===== src/rtl/uart_flow_pkg.sv =====
package uart_flow_pkg;

    // Registered state of the receive-side throttle
    typedef struct packed {
        logic hold;   // 1 = far end throttled by hysteresis
        logic rts_n;  // registered pin value
    } rts_state_t;

endpackage


===== src/rtl/cts_sync.sv =====
module cts_sync #(
    parameter int STAGES = 2
) (
    input  logic clk,
    input  logic rst_n,
    input  logic pin_n,
    output logic ok
);
    logic [STAGES-1:0] sync_d, sync_q;

    generate
        if (STAGES == 1) begin : g_one
            always_comb sync_d = pin_n;
        end else begin : g_many
            always_comb sync_d = {sync_q[STAGES-2:0], pin_n};
        end
    endgenerate

    always_ff @(posedge clk or negedge rst_n) begin
        if (!rst_n) sync_q <= '1;
        else        sync_q <= sync_d;
    end

    assign ok = ~sync_q[STAGES-1];
endmodule


===== src/rtl/rts_hyst.sv =====
module rts_hyst
    import uart_flow_pkg::*;
#(
    parameter int LVL_W = 8,
    parameter int THR_W = 7
) (
    input  logic             clk,
    input  logic             rst_n,
    input  logic [LVL_W-1:0] level,
    input  logic [THR_W-1:0] thr_lo,
    input  logic [THR_W-1:0] thr_hi,
    input  logic             auto_en,
    input  logic             manual_rts,
    output logic             rts_n
);
    rts_state_t st_d, st_q;
    logic at_hi, at_lo;

    always_comb begin
        at_hi = level >= LVL_W'(thr_hi);
        at_lo = level <= LVL_W'(thr_lo);
        st_d  = st_q;
        if (at_hi)      st_d.hold = 1'b1;
        else if (at_lo) st_d.hold = 1'b0;
        st_d.rts_n = auto_en ? st_d.hold : ~manual_rts;
    end

    always_ff @(posedge clk or negedge rst_n) begin
        if (!rst_n) st_q <= '{hold: 1'b0, rts_n: 1'b1};
        else        st_q <= st_d;
    end

    assign rts_n = st_q.rts_n;
endmodule


===== src/rtl/tx_gate.sv =====
module tx_gate (
    input  logic auto_en,
    input  logic cts_ok,
    input  logic tx_req,
    output logic tx_allow,
    output logic tx_start
);
    always_comb begin
        tx_allow = ~auto_en | cts_ok;
        tx_start = tx_req & tx_allow;
    end
endmodule


===== src/rtl/uart_flow_ctrl.sv =====
module uart_flow_ctrl #(
    parameter int LVL_W      = 8,
    parameter int THR_W      = 7,
    parameter int CFG_W      = 8,
    parameter int SYNC_DEPTH = 2,
    parameter int RTS_EN_BIT = 6,
    parameter int CTS_EN_BIT = 7
) (
    input  logic             clk,
    input  logic             rst_n,
    input  logic [LVL_W-1:0] rx_level,
    input  logic [CFG_W-1:0] thr_lo_cfg,
    input  logic [CFG_W-1:0] thr_hi_cfg,
    input  logic [CFG_W-1:0] feat_cfg,
    input  logic             mcr_rts,
    input  logic             cts_n,
    input  logic             tx_req,
    output logic             rts_n,
    output logic             tx_allow,
    output logic             tx_start,
    output logic             msr_cts
);
    localparam int PAD_W = CFG_W - THR_W;

    logic cts_ok;
    logic unused_cfg_bits;

    assign unused_cfg_bits = ^{thr_lo_cfg[CFG_W-1 -: PAD_W],
                               thr_hi_cfg[CFG_W-1 -: PAD_W], feat_cfg};

    cts_sync #(.STAGES(SYNC_DEPTH)) u_sync (
        .clk(clk), .rst_n(rst_n), .pin_n(cts_n), .ok(cts_ok)
    );

    rts_hyst #(.LVL_W(LVL_W), .THR_W(THR_W)) u_rts (
        .clk(clk), .rst_n(rst_n), .level(rx_level),
        .thr_lo(thr_lo_cfg[THR_W-1:0]), .thr_hi(thr_hi_cfg[THR_W-1:0]),
        .auto_en(feat_cfg[RTS_EN_BIT]), .manual_rts(mcr_rts), .rts_n(rts_n)
    );

    tx_gate u_gate (
        .auto_en(feat_cfg[CTS_EN_BIT]), .cts_ok(cts_ok), .tx_req(tx_req),
        .tx_allow(tx_allow), .tx_start(tx_start)
    );

    assign msr_cts = cts_ok;
endmodule


===== config.mk =====
export PLATFORM = sky130hd
export DESIGN_NAME = uart_flow_ctrl
export DESIGN_NICKNAME = d
export VERILOG_FILES = /design/src/rtl/uart_flow_pkg.sv /design/src/rtl/cts_sync.sv /design/src/rtl/rts_hyst.sv /design/src/rtl/tx_gate.sv /design/src/rtl/uart_flow_ctrl.sv
export SDC_FILE = /design/constraint.sdc
export NUM_CORES = 1
export LEC_CHECK = 0
export BUFFER_PORTS_ARGS = -buffer_cell sky130_fd_sc_hd__buf_2
export CAP_MARGIN = 20
export CORE_UTILIZATION = 37
export CTS_CLUSTER_SIZE = 12
export DETAILED_ROUTE_END_ITERATION = 16
export GPL_TIMING_DRIVEN = 0
export PLACE_DENSITY = 0.88
export SYNTH_ARGS = -nofsm -noshare
export SYNTH_HDL_FRONTEND = slang
export SYNTH_SLANG_ARGS = --single-unit

===== constraint.sdc =====
create_clock -name clk -period 1 [get_ports clk]
set_input_delay 0.2 -clock clk [delete_from_list [all_inputs] [get_ports clk]]
set_output_delay 0.2 -clock clk [all_outputs]
set_load 0.005 [all_outputs]

==> results of run 1 <==
## cells by family (layout without fill, tap and decap cells)
| kind of cell | after synthesis | after routing |
|---|---|---|
| AO/OA/AOI/OAI | 13 | 13 |
| adder cells (fa/ha/maj) | 14 | 14 |
| buffers and inverters | 14 | 52 |
| flip-flops | 4 | 4 |
| AND/OR/NAND/NOR | 10 | 10 |
## flip-flops by register name, indices dropped and copies added (netlist names)
signal         count
u_rts.rts_n        1
u_sync.sync_q      2
u_rts.st_q         1
## critical path, stage by stage (launching register included)
cell and delay (ps):
dfstp_2 520, nand2_1 50, and2_1 120, buf_2 120
## routing by layer
metal  wire length (µm)  vias up
met1                461      222
li1                   -      268
met5                  0        -
met4                  0        0
met2                697       15
met3                 45        0
## per-stage QoR
stage               setup slack [ps]  hold WS [ps]
floorplan                       -194         -95.6
CTS                             -241          60.0
global placement                -405          2.74
global route                    -259          50.6
finish                          -239          62.4
detailed placement              -417          4.26
## power groups by stage
stage	logic, µW	clock network, µW	registers (µW)
floorplan	130	0	183
global placement	223	0	183
detailed placement	235	0	184
CTS	258	221	182
global route	293	239	183
finish	262	221	183
## placed cells by master, fill, tap and decap left out, types with 3 or more instances in the layout
cell and count:
a21oi_1 3, buf_2 29, clkbuf_4 3, dfstp_2 3
ha_1 11, ha_4 3, inv_1 12
## layout make-up
type | instances | area [µm²] | share of cell area, %
well taps | 14 | 17.5 | 2.20
clock buffers | 4 | 26.3 | 3.31
multi-input cells | 37 | 389 | 49.0
inverters | 14 | 57.6 | 7.24
repair buffers | 34 | 200 | 25.2
flip-flops and latches | 4 | 104 | 13.1
## worst min path at each step
stage | end | cells after the start
finish | u_sync.sync_q[0] | 1
global route | u_sync.sync_q[0] | 1
CTS | u_sync.sync_q[0] | 1
detailed placement | u_rts.st_q[1] | 1
global placement | u_rts.st_q[1] | 1
floorplan | u_rts.st_q[1] | 0
## what timing repair did
item,4_1_cts,5_1_grt
gates resized for setup,7,1
endpoints found under the hold margin,4,0
hold buffers,1,0
setup buffers,1,0
pin swaps,3,2
setup endpoints to repair,6,6
==> key figures, run 1 <==
Worst setup path
  – Critical Path RT: 800 ps
  – R2R Path Start: u_rts.st_q[1]
  – Setup crit start kind: register
  – Worst setup path startpoint: u_sync.sync_q[1]
  – FF-to-FF End: u_rts.rts_n
  – Worst Setup EP: tx_start
  – Critical path data arrival time: 1040 ps
  – FF-to-FF setup slack: 160 ps
  – Critical Path End Type: output port
  – FF-to-FF path depth: 3
  – Crit Path Class: reg2out
  – Max FO, Critical Path: 2

Place
  – GPL Wtd Cong: 0.737
  – Detail Placement HPWL: 973 µm
  – DP Area: 719 µm²
  – DP Cell Count: 101
  – Number of I/O port buffers: 32

Pwr
  – Overall Power: 665 µW
  – Switch Pwr: 188 µW
  – Combinational share of power: 39.4%
  – Clock Power Share: 33.2%
  – Static leakage: 0.000440 µW
  – Int Pwr: 477 µW
  – Worst VDD drop: 0.000514 V
  – Pwr dens: 837 nW/µm²
  – Sequential share of power: 27.5%
  – Net Sw Frac: 28.3%

STA
  – Final Skew: 8.30 ps
  – Fmax achieved: 807 MHz
  – Final Cycle Share: 124%
  – Post-Route Setup TNS: -801 ps
  – Pins Over Slew Limit: 0
  – Rel. slew slack: 78.9%
  – Final setup fails: 6
  – Final Hold Viols: 0
  – Worst setup margin: -239 ps
  – RSZ-0062 raised after global routing: true
  – Fin crit period: 1240 ps
  – Worst Max-Slew Pin Slew: 313 ps

CTS
  – Clk_lat worst skew: 240 ps
  – TritonCTS Buffers: 3
  – Max clock buf depth: 2
  – CTS tree: yes
  – Clk sinks: 4
  – Clk slew on worst S/H paths: 40 ps
  – Root buf cell: clkbuf_4
  – H-tree depth: 1

GRT
  – First-pass GRT wire length: 1730 µm
  – Largest net degree at the start of global routing: 5
  – Antenna violations before repair: 0
  – Met3 GRT Util: 3.47%
  – Vias in the first global route: 491
  – Met2 Use GR: 35.8%
  – Grt ovf: 0
  – GRT busiest layer: met2
  – Tot GR Track Use: 17.3%
  – Grt met1 use: 16.3%

Route
  – Mean routed wirelength per cell: 11.3 µm
  – DRC violations left: 0
  – DRT Pass-1 Iters: 2
  – Routed vias/inst: 4.72
  – DRT antenna net count: 0
  – Routed wire length: 1200 µm
  – Vias: 505
  – 1st-iter DRT viols: 2

Synth
  – Largest family of logic cells by synthesized area: adder cells
  – Leading area contributor after synthesis: ha_1
  – Sequential area share after synthesis: 20.8%
  – Xor and xnor area share after synthesis: 0%
  – Top cell type's share of synthesized area: 35.1%
  – Flops & latches, synth: 4
  – Synth area leaders: ha_1 (35%), dfstp_2 (16%), inv_1 (11%)
  – Distinct cells, synth: 22
  – Async SR Flop Fraction: 100%
  – Simple-gate share of the synthesized area: 14.0%
  – Adder-Cell Fraction of Synth Area: 35.1%
  – Mapped cell area: 499 µm²
  – Synth Net Count: 106
  – Commonest cells post-synth: ha_1 (14), inv_1 (14), a21oi_1 (4), dfstp_2 (3)
  – Syn Inst Count: 55
  – EDFF count, synth: 0
  – Multiplexer share of the synthesized area: 0%
  – Synth warn: 0
  – Synth Area in Compound Gates: 19.5%
  – Top_reg_cell synth: dfstp_2
  – Syn Area/Cell: 9.08 µm²

Status
  – Failing checks: setup timing
  – Outcome: finished with violations

Floorplanning
  – IO Count: 41
  – Full die area: 1500 µm²
  – Std cell rows: 12
  – Core Area: 1190 µm²
  – Width of the die: 38.7 µm
  – Initial Util: 42.1%
  – Die Y: 38.7 µm

Final layout
  – Final core occ: 67.0%
  – Final instance area: 795 µm²
  – # diodes: 0
  – Non-Filler Instances: 107
  – Area Growth Syn to Fin: 59.1%
  – Share of post-route cells with drive strength above 1: 52.7%
  – Filler Cell Count: 91
  – Nets@finish: 145

Worst hold path
  – Hold WC Path Type: in2reg
  – HP Start: cts_n

Flow run
  – Max_cap viols: 0
Note: power is estimated with default switching activity, not from simulation.
==> run 2: changes to the inputs <==
- SKIP_CTS_REPAIR_TIMING: default -> 1
- SKIP_LAST_GASP: default -> 1
==> run 2 against run 1 <==
The run still ends with setup timing left. Maximum frequency down 1.2%. Combinational power about the same. Clock skew up 3.0 ps. Via count up 1.4%. Routed wire length up 9.5%. Core utilization down 0.42 points. Register-to-register slack about the same. Sequential power about the same. Worst hold slack worse by 4.0 ps.
==> key figures, run 2 (synthesis gave the netlist of run 1 again) <==
GRT
  – Grt ovf: 0
  – Vias in the first global route: 459
  – First-pass GRT wire length: 1610 µm
  – Tot GR Track Use: 16.0%
  – Largest net degree at the start of global routing: 5
  – Antenna violations before repair: 0

STA
  – Rel. slew slack: 78.6%
  – Final Cycle Share: 125%
  – Worst setup margin: -253 ps
  – Worst Max-Slew Pin Slew: 318 ps
  – Fmax achieved: 798 MHz
  – Final Hold Slack: 58.4 ps
  – Fin crit period: 1250 ps
  – Pins Over Slew Limit: 0
  – Final setup fails: 6
  – Final Skew: 11.3 ps
  – RSZ-0062 raised after global routing: true
  – Final Hold Viols: 0

Route
  – DRC violations left: 0
  – Mean routed wirelength per cell: 12.4 µm
  – 1st-iter DRT viols: 7
  – Vias: 512
  – Routed vias/inst: 4.83
  – DRT Pass-1 Iters: 2
  – Routed wire length: 1320 µm
  – DRT antenna net count: 0

Pwr
  – Worst VDD drop: 0.000510 V
  – Pwr dens: 851 nW/µm²
  – Overall Power: 672 µW
  – Static leakage: 0.000435 µW

Status
  – Failing checks: setup timing
  – Outcome: finished with violations

Worst setup path
  – FF-to-FF End: u_rts.rts_n
  – Largest delay share family, worst path: flip-flops
  – Critical path data arrival time: 1050 ps
  – CP max stage cell: dfstp_2
  – FF-to-FF setup slack: 150 ps
  – Max FO, Critical Path: 2
  – CP cell instances: nand2_2, and2_1, buf_2
  – Setup crit start kind: register
  – CP Buf/Inv Count: 1
  – Critical Path RT: 800 ps
  – Critical Path End Type: output port
  – FF-to-FF path depth: 3
  – Max stage delay on crit path: 540 ps
  – Crit Path Class: reg2out
  – R2R Path Start: u_rts.st_q[1]

CTS
  – Root buf cell: clkbuf_4
  – Clk sinks: 4
  – CTS tree: yes
  – TritonCTS Buffers: 3
  – Clk slew on worst S/H paths: 50 ps
  – Max clock buf depth: 2
  – Clk_lat worst skew: 240 ps
  – H-tree depth: 1

Worst hold path
  – HP Start: cts_n
  – Worst Hold Depth: 1
  – Hold EP: u_sync.sync_q[0]
  – Hold WC Path Type: in2reg

Floorplanning
  – Initial Util: 42.1%
  – Full die area: 1500 µm²
  – Std cell rows: 12
  – IO Count: 41
  – Core Area: 1190 µm²
  – Die Y: 38.7 µm
  – Width of the die: 38.7 µm

Final layout
  – Max reg flops: 2
  – Commonest non-fill, non-tap cells in the layout: buf_2 (29), inv_1 (12), ha_1 (11)
  – Most common cell after layout, fill and taps aside: buf_2
  – Final core occ: 66.6%
  – Share of post-route cells with drive strength above 1: 53.3%
  – Nets@finish: 144
  – Area Growth Syn to Fin: 58.1%
  – Top reg by flops: u_sync.sync_q
  – # diodes: 0

Place
  – Detail Placement HPWL: 973 µm
  – Number of I/O port buffers: 32
  – GPL Wtd Cong: 0.737
  – Worst slack at placement: -417 ps

Flow run
  – Max_cap viols: 0
-- run 2: cell types whose count changed in the layout (fill, tap and decap cells not counted) --
cell / change
nand2_2: +1
clkinv_4: +1
buf_4: -1
inv_6: -1
nand2_1: -1
-- run 2: layout make-up --
cell class | count | area [µm²]
sequential | 4 | 104
multi-input combinational | 37 | 392
clock buffer | 4 | 26.3
inverter | 14 | 57.6
fill | 92 | 397
tap | 14 | 17.5
timing repair buffer | 33 | 193
-- run 2: through the flow --
stage	std cells	instance area [µm²]	setup TNS, ps
detailed placement	101	719	-841
finish	106	790	-965
global placement	101	719	-799
global route	106	790	-1160
CTS	105	746	-848
floorplan	55	542	-379
-- run 2: layer usage --
layer  GRT usage (%)  wire, µm  vias up
met5               0         0        -
li1                -         -      266
met3            3.47        48        2
met4            5.17         4        0
met2            31.7       735       17
met1            15.9       530      227
-- run 2: worst max-delay path by stage --
stage	from	end	slack, ps	depth (start not counted)
3_3_place_gp	rx_level[1]	u_rts.rts_n	-410	7
2_1_floorplan	rx_level[1]	u_rts.rts_n	-190	6
4_1_cts	u_sync.sync_q[1]	tx_start	-260	3
3_5_place_dp	rx_level[1]	u_rts.st_q[1]	-420	7
5_1_grt	u_sync.sync_q[1]	tx_start	-280	3
6_report	u_sync.sync_q[1]	tx_start	-250	3
-- run 2: power by group --
| group | switching, µW | total [µW] | internal, µW | leakage (µW) |
|---|---|---|---|---|
| sequential | 5.51 | 184 | 179 | 0.0000411 |
| clock | 74.4 | 225 | 150 | 0.0000150 |
| combinational | 118 | 263 | 145 | 0.000379 |
